==> config.mk <==
export PLATFORM = sky130hd
export DESIGN_NAME = grpDmaArb
export DESIGN_NICKNAME = d
export VERILOG_FILES = /design/src/rtl/grpDmaArbPkg.sv /design/src/rtl/prioPick.sv /design/src/rtl/arbCtrl.sv /design/src/rtl/arbDatapath.sv /design/src/rtl/grpDmaArb.sv
export SDC_FILE = /design/constraint.sdc
export NUM_CORES = 1
export LEC_CHECK = 0
export BUFFER_PORTS_ARGS = -buffer_cell sky130_fd_sc_hd__buf_2
export CAP_MARGIN = 20
export CORE_AREA = 2 2 229 231
export DETAILED_ROUTE_END_ITERATION = 12
export DIE_AREA = 0 0 231 233
export PLACE_DENSITY = 0.66
export SLEW_MARGIN = 10
export SYNTH_ARGS = -nofsm -noshare
export SYNTH_HDL_FRONTEND = slang
export SYNTH_HIERARCHICAL = 1
export SYNTH_SLANG_ARGS = --single-unit
==> constraint.sdc <==
create_clock -name clk -period 28.6 [get_ports clk]
set_clock_uncertainty 0.1 [all_clocks]
set_input_delay 2.86 -clock clk [delete_from_list [all_inputs] [get_ports clk]]
set_output_delay 2.86 -clock clk [all_outputs]
set_load 0.1 [all_outputs]
==> src/rtl/grpDmaArbPkg.sv <==
package grpDmaArbPkg;
  typedef struct packed {
    logic chPrioWe;
    logic grpPrioWe;
    logic irqEnWe;
    logic clrWe;
    logic arbGo;
  } arbStrobes_t;
endpackage

==> src/rtl/prioPick.sv <==
module prioPick #(
  parameter int N = 16,
  parameter int W = 4,
  localparam int IW = (N > 1) ? $clog2(N) : 1
) (
  input  logic [N-1:0][W-1:0] prio,
  input  logic [N-1:0]        req,
  output logic [IW-1:0]       pickIdx,
  output logic                pickValid,
  output logic                dup
);
  logic [W-1:0] best;

  // Scan downward; ">=" lets the lower index win a tie.
  always_comb begin
    best      = '0;
    pickIdx   = '0;
    pickValid = 1'b0;
    for (int i = N - 1; i >= 0; i--) begin
      if (req[i] && (!pickValid || prio[i] >= best)) begin
        pickValid = 1'b1;
        best      = prio[i];
        pickIdx   = IW'(i);
      end
    end
  end

  always_comb begin
    dup = 1'b0;
    for (int i = 0; i < N; i++)
      for (int j = i + 1; j < N; j++)
        if (prio[i] == prio[j]) dup = 1'b1;
  end
endmodule

==> src/rtl/arbCtrl.sv <==
module arbCtrl
  import grpDmaArbPkg::*;
#(
  parameter int NUM_CH     = 32,
  parameter int NUM_GROUPS = 2,
  parameter int ADDR_W     = 6,
  parameter int CH_W       = 5
) (
  input  logic              engIdle,
  input  logic              cfgWrValid,
  input  logic [ADDR_W-1:0] cfgWrAddr,
  output arbStrobes_t       strb,
  output logic [CH_W-1:0]   wrIdx
);
  localparam int GRP_BASE = NUM_CH;
  localparam int EN_ADDR  = NUM_CH + NUM_GROUPS;
  localparam int CLR_ADDR = EN_ADDR + 1;

  always_comb begin
    strb       = '0;
    wrIdx      = '0;
    strb.arbGo = engIdle;
    if (cfgWrValid) begin
      if (cfgWrAddr < ADDR_W'(GRP_BASE)) begin
        strb.chPrioWe = 1'b1;
        wrIdx         = CH_W'(cfgWrAddr);
      end else if (cfgWrAddr < ADDR_W'(EN_ADDR)) begin
        strb.grpPrioWe = 1'b1;
        wrIdx          = CH_W'(cfgWrAddr - ADDR_W'(GRP_BASE));
      end else if (cfgWrAddr == ADDR_W'(EN_ADDR)) begin
        strb.irqEnWe = 1'b1;
      end else if (cfgWrAddr == ADDR_W'(CLR_ADDR)) begin
        strb.clrWe = 1'b1;
      end
    end
  end
endmodule

==> src/rtl/arbDatapath.sv <==
module arbDatapath
  import grpDmaArbPkg::*;
#(
  parameter int NUM_GROUPS = 2,
  parameter int CHS_PER_GROUP = 16,
  parameter int CH_PRIO_W = 4,
  parameter int GRP_PRIO_W = 1,
  localparam int NUM_CH = NUM_GROUPS * CHS_PER_GROUP,
  localparam int GRP_IDX_W = (NUM_GROUPS > 1) ? $clog2(NUM_GROUPS) : 1,
  localparam int CH_IDX_W = (CHS_PER_GROUP > 1) ? $clog2(CHS_PER_GROUP) : 1,
  localparam int CH_W = GRP_IDX_W + CH_IDX_W
) (
  input  logic              clk,
  input  logic              rstN,
  input  arbStrobes_t       strb,
  input  logic [CH_W-1:0]   wrIdx,
  input  logic [NUM_CH-1:0] wrData,
  input  logic [NUM_CH-1:0] hwReq,
  input  logic [NUM_CH-1:0] swReq,
  output logic              selValid,
  output logic [CH_W-1:0]   selCh,
  output logic              xferStart,
  output logic              hwAck,
  output logic              chPrioErr,
  output logic              grpPrioErr,
  output logic              errIrq
);
  logic [NUM_CH-1:0][CH_PRIO_W-1:0]      chPrio;
  logic [NUM_GROUPS-1:0][GRP_PRIO_W-1:0] grpPrio;
  logic [NUM_CH-1:0]                     irqEn;

  logic [NUM_CH-1:0]                     reqAll;
  logic [NUM_GROUPS-1:0][CH_IDX_W-1:0]   chIdx;
  logic [NUM_GROUPS-1:0]                 grpAny;
  logic [NUM_GROUPS-1:0]                 chDup;
  logic [GRP_IDX_W-1:0]                  actGrp;
  logic                                  anyReq, grpDup;
  logic [CH_W-1:0]                       selNext;
  logic                                  doArb, setCh, setGrp, errNow;

  assign reqAll = hwReq | swReq;

  for (genvar g = 0; g < NUM_GROUPS; g++) begin : gGrp
    prioPick #(.N(CHS_PER_GROUP), .W(CH_PRIO_W)) uChPick (
      .prio      (chPrio[g*CHS_PER_GROUP +: CHS_PER_GROUP]),
      .req       (reqAll[g*CHS_PER_GROUP +: CHS_PER_GROUP]),
      .pickIdx   (chIdx[g]),
      .pickValid (grpAny[g]),
      .dup       (chDup[g])
    );
  end

  prioPick #(.N(NUM_GROUPS), .W(GRP_PRIO_W)) uGrpPick (
    .prio      (grpPrio),
    .req       (grpAny),
    .pickIdx   (actGrp),
    .pickValid (anyReq),
    .dup       (grpDup)
  );

  assign selNext = {actGrp, chIdx[actGrp]};
  assign doArb   = strb.arbGo & anyReq;
  assign setCh   = doArb & chDup[actGrp];
  assign setGrp  = doArb & grpDup;
  assign errNow  = setCh | setGrp;

  always_ff @(posedge clk) begin
    if (!rstN) begin
      for (int i = 0; i < NUM_CH; i++) chPrio[i] <= CH_PRIO_W'(i % CHS_PER_GROUP);
      for (int g = 0; g < NUM_GROUPS; g++) grpPrio[g] <= GRP_PRIO_W'(g);
      irqEn      <= '0;
      selValid   <= 1'b0;
      selCh      <= '0;
      xferStart  <= 1'b0;
      hwAck      <= 1'b0;
      chPrioErr  <= 1'b0;
      grpPrioErr <= 1'b0;
      errIrq     <= 1'b0;
    end else begin
      if (strb.chPrioWe)  chPrio[wrIdx] <= wrData[CH_PRIO_W-1:0];
      if (strb.grpPrioWe) grpPrio[wrIdx[GRP_IDX_W-1:0]] <= wrData[GRP_PRIO_W-1:0];
      if (strb.irqEnWe)   irqEn <= wrData;
      selValid  <= doArb;
      xferStart <= doArb & ~errNow;
      hwAck     <= doArb & ~errNow & hwReq[selNext];
      if (doArb) selCh <= selNext;
      chPrioErr  <= (chPrioErr  & ~(strb.clrWe & wrData[0])) | setCh;
      grpPrioErr <= (grpPrioErr & ~(strb.clrWe & wrData[1])) | setGrp;
      errIrq     <= (errIrq     & ~(strb.clrWe & wrData[2])) | (errNow & irqEn[selNext]);
    end
  end

  a_r3_result_follows_go: assert property (@(posedge clk) disable iff (!rstN)
    (strb.arbGo && |reqAll) |=> selValid);
  a_r3_quiet_without_go: assert property (@(posedge clk) disable iff (!rstN)
    !(strb.arbGo && |reqAll) |=> !selValid);
  a_r2_pick_requested: assert property (@(posedge clk) disable iff (!rstN)
    anyReq |-> reqAll[selNext]);
  a_r7_start_only_with_sel: assert property (@(posedge clk) disable iff (!rstN)
    xferStart |-> selValid);
  a_r4_ack_only_with_start: assert property (@(posedge clk) disable iff (!rstN)
    hwAck |-> xferStart);
  a_r5_grp_err_sticky: assert property (@(posedge clk) disable iff (!rstN)
    (grpPrioErr && !(strb.clrWe && wrData[1])) |=> grpPrioErr);
  a_r8_irq_has_cause: assert property (@(posedge clk) disable iff (!rstN)
    $rose(errIrq) |-> (chPrioErr || grpPrioErr));
endmodule

==> src/rtl/grpDmaArb.sv <==
module grpDmaArb
  import grpDmaArbPkg::*;
#(
  parameter int NUM_GROUPS = 2,
  parameter int CHS_PER_GROUP = 16,
  parameter int CH_PRIO_W = 4,
  parameter int GRP_PRIO_W = 1,
  localparam int NUM_CH = NUM_GROUPS * CHS_PER_GROUP,
  localparam int ADDR_W = $clog2(NUM_CH + NUM_GROUPS + 2),
  localparam int GRP_IDX_W = (NUM_GROUPS > 1) ? $clog2(NUM_GROUPS) : 1,
  localparam int CH_IDX_W = (CHS_PER_GROUP > 1) ? $clog2(CHS_PER_GROUP) : 1,
  localparam int CH_W = GRP_IDX_W + CH_IDX_W
) (
  input  logic              clk,
  input  logic              rstN,
  input  logic              engIdle,
  input  logic [NUM_CH-1:0] hwReq,
  input  logic [NUM_CH-1:0] swReq,
  input  logic              cfgWrValid,
  input  logic [ADDR_W-1:0] cfgWrAddr,
  input  logic [NUM_CH-1:0] cfgWrData,
  output logic              selValid,
  output logic [CH_W-1:0]   selCh,
  output logic              xferStart,
  output logic              hwAck,
  output logic              chPrioErr,
  output logic              grpPrioErr,
  output logic              errIrq
);
  arbStrobes_t     strb;
  logic [CH_W-1:0] wrIdx;

  arbCtrl #(.NUM_CH(NUM_CH), .NUM_GROUPS(NUM_GROUPS), .ADDR_W(ADDR_W), .CH_W(CH_W)) uCtrl (
    .engIdle    (engIdle),
    .cfgWrValid (cfgWrValid),
    .cfgWrAddr  (cfgWrAddr),
    .strb       (strb),
    .wrIdx      (wrIdx)
  );

  arbDatapath #(.NUM_GROUPS(NUM_GROUPS), .CHS_PER_GROUP(CHS_PER_GROUP),
                .CH_PRIO_W(CH_PRIO_W), .GRP_PRIO_W(GRP_PRIO_W)) uDp (
    .clk        (clk),
    .rstN       (rstN),
    .strb       (strb),
    .wrIdx      (wrIdx),
    .wrData     (cfgWrData),
    .hwReq      (hwReq),
    .swReq      (swReq),
    .selValid   (selValid),
    .selCh      (selCh),
    .xferStart  (xferStart),
    .hwAck      (hwAck),
    .chPrioErr  (chPrioErr),
    .grpPrioErr (grpPrioErr),
    .errIrq     (errIrq)
  );
endmodule

==> reports/qor.yml <==
run_status: "complete, no violations"
power_per_cell_area_mw_per_mm2: 143
post_drt_wl_per_cell_um: 23.6
die_height_um: 233
buffer_depth_of_the_longest_clock_path: 2
total_die_area_mm2: 0.0538
synth-adder-area-share_pct: 5.38
sequential_area_share_after_synthesis_pct: 13.7
max_clock_freq_mhz: 36.9
critPathArrivalTime_ns: 27.37
fin_cells: 3923
place.detailed.hpwl_um: 61400
grt_pass1_vias: 24800
clk_latency_ns: 0.49
switching_share_pct: 55.2
top_level_ports: 117
final_nets: 3438
clock_power_share_pct: 5.9
fin_setup_tns_ns: 0
synth-edff-count: 0
cts.reportedPaths.clkPinSlew_ns: 0.07
tritoncts_num_sinks: 173
remaining_drc_errors: 0
maximum_number_of_pins_on_one_net_before_global_route_repair: 113
number_of_inserted_filler_cells_in_the_final_layout: 4768
worstMarginPinSlew_ns: 1.14
hold_buffers: 0
floorplan.die.width_um: 231
drtIter0Drc: 2708
synthesized_cell_area_mm2: 0.0254
regArea_mm2: 0.00346
muxShareOfSynthArea_pct: 4.98
relative_contribution_of_combinational_cells_to_total_power_pct: 87.7
mappedNetlistNets: 3496
dp_cells: 3882
detail-route-antenna-nets: 0
finalWirelength_um: 92500
power.sequential.fraction_pct: 6.4
dpl_worst_slack_ns: 0.151
grt_antenna_before_repair: 2
dr_total_vias: 25100
avgSynthCellArea_um2: 7.72
grt_first_pass_wirelength_um: 142000
end_kind: "register"
multi_input_combinational_cell_area_mm2: 0.0204
finalWorstPathRequiredPeriod_ns: 27.09
ys_warn_count: 6
overall_power_w: 0.00390
synth_cell_type_count: 97
gp_congestion: 0.956
synth_compound_area_share_pct: 13.5
power_switching_w: 0.00215
drv.max_cap_violation_count: 0
placement.io_buffers: 116
timing.critical_path.from_type: "input port"
dominantRegCellSynth: "sky130_fd_sc_hd__dfxtp_1"
cp_data_required_time_ns: 28.88
groute.usage.overall_pct: 33.7
cts_inserted_buffers: 17
cts.htree.levels: 4
crit_path_frequent_cell: "sky130_fd_sc_hd__ha_1"
worstPathMaxFanout: 12
design.core.area_mm2: 0.0511
drt_pass1_iterations: 6
power.internal_w: 0.00175
hold_class: "reg2reg"
slowest_cp_cell: "sky130_fd_sc_hd__a2111oi_4"
starting_utilization_of_the_core_area_pct: 49.6
ctsRootBufferMaster: "sky130_fd_sc_hd__clkbuf_16"
final-setup-viol-count: 0
main_combinational_cell_family_by_area_after_synthesis: "XOR/XNOR gates"
synth_cells: 3286
synth_simple_gate_area_share_pct: 22.5
yosys.area_share.xor_xnor_pct: 33.2
num_rows: 83
report.final.hold_viol_count: 0
synth-seq-cells: 173
clock_tree_from_tritoncts: "done"
drive_above_1_share_pct: 14.1
congestion_overflow_gr: 0
vias_per_cell: 6.41
postSynth.asyncResetShare_pct: 0
postLayoutSetupSlackWorst_ns: 1.51
leakagePower_nw: 10.7
timing.slew.headroom_pct: 23.7
post-route-period-util_pct: 94.7
max_stage_delay_ns: 0.47
vdd_ir_drop_max_mv: 0.190
syn2layout_area_growth_pct: 7.63
rsz_0062_raised_after_global_routing: "false"
final-max-slew-violation-count: 0
timing.setup.critical_path_class: "in2reg"
## what timing repair did
action / 4_1_cts / 5_1_grt
setup buffers: 0 / 6
setup endpoints to repair: 0 / 6
hold endpoints to repair: 0 / 0
gates resized for setup: 0 / 25
## path summary, 6_finish.rpt
check,startpoint,end,slack [ns],depth (start not counted)
worst max register to register,uDp/chPrio[59],uDp/hwAck,3.57,107
worst min register to register,uDp/chPrioErr,uDp/chPrioErr,0.40,2
worst min-delay path,uDp/chPrioErr,uDp/chPrioErr,0.40,2
worst max-delay path,hwReq[15],uDp/hwAck,1.51,110
## stage by stage
step	instance area, um2	hold slack, ns	util (%)
after floorplan	25400	0.339	-
after global placement	26500	0.351	51.9
after detailed placement	26500	0.385	51.9
after CTS	27100	0.406	53.0
after global routing	27300	0.421	53.4
final	27300	0.403	53.4
## per-layer routing
| metal | GRT usage, % | vias up | share of wire (%) |
|---|---|---|---|
| met5 | 0 | - | 0.014 |
| met4 | 16.2 | 2 | 4.5 |
| met3 | 6.53 | 363 | 11 |
| met2 | 51.7 | 1540 | 43 |
| met1 | 45.3 | 12000 | 42 |
| li1 | - | 11200 | - |
## registers in the layout (all words and copies together), names as in the netlist
register and flops:
uDp/selValid 1, uDp/chPrio 128, uDp/grpPrioErr 1, uDp/chPrioErr 1, uDp/grpPrio 2, uDp/errIrq 1, uDp/selCh 5, uDp/xferStart 1
uDp/irqEn 32, uDp/hwAck 1
## Yosys cell counts (all sizes together) (79+ instances only)
library cell / instances / area (um2)
clkbuf: 278 / 1060
dfxtp: 173 / 3460
ha: 104 / 1300
inv: 79 / 297
mux2i: 106 / 1070
nand2: 258 / 968
nand3: 118 / 591
nand4: 92 / 576
nor2b: 86 / 538
nor4: 237 / 1530
xnor2: 257 / 2250
xor2: 704 / 6170
## worst max-delay path: cells and delay by family
family	cells	cell delay, ns
compound gates	58	12.55
fa+ha+maj	17	4.81
buf+inv	2	0.29
mux	3	1.00
simple gates	30	5.80
## power by group through the flow
stage                     combinational, W  clock [W]  sequential [W]
final                              0.00342   0.000231        0.000249
after CTS                          0.00319   0.000236        0.000249
after global placement             0.00314          0        0.000254
after detailed placement           0.00317          0        0.000254
after floorplan                    0.00241          0        0.000278
after global routing               0.00371   0.000242        0.000249
## layout make-up
| class | instances | area share [%] |
|---|---|---|
| Multi-Input combinational cell | 2688 | 74.6 |
| Antenna cell | 2 | 0.0183 |
| Timing Repair Buffer | 268 | 6.36 |
| Inverter | 80 | 1.11 |
| Sequential cell | 173 | 12.7 |
| Clock inverter | 13 | 0.445 |
| Clock buffer | 19 | 1.62 |
| Tap cell | 680 | 3.12 |
## cell families (layout without fill, tap and decap cells)
group,after synthesis,after routing
xor+xnor,961,961
other cells,0,2
buf+inv,425,380
flops,173,173
fa+ha+maj,110,110
simple gates,1054,1054
compound gates,442,442
mux,121,121
## layout by cell type (no fill, tap or decap), drive strengths merged, types with 38 or more instances in the layout
cell | synthesis | routed
a21boi | 60 | 60
a21oi | 73 | 73
buf | 67 | 268
dfxtp | 173 | 173
ha | 104 | 104
inv | 79 | 87
mux2i | 106 | 106
nand2 | 258 | 258
nand2b | 46 | 46
nand3 | 118 | 118
nand4 | 92 | 92
nor2 | 69 | 69
nor2b | 86 | 86
nor3 | 38 | 38
nor4 | 237 | 237
o21ai | 58 | 58
or2 | 46 | 46
xnor2 | 257 | 257
xor2 | 704 | 704
Note: power is estimated with default switching activity, not from simulation.
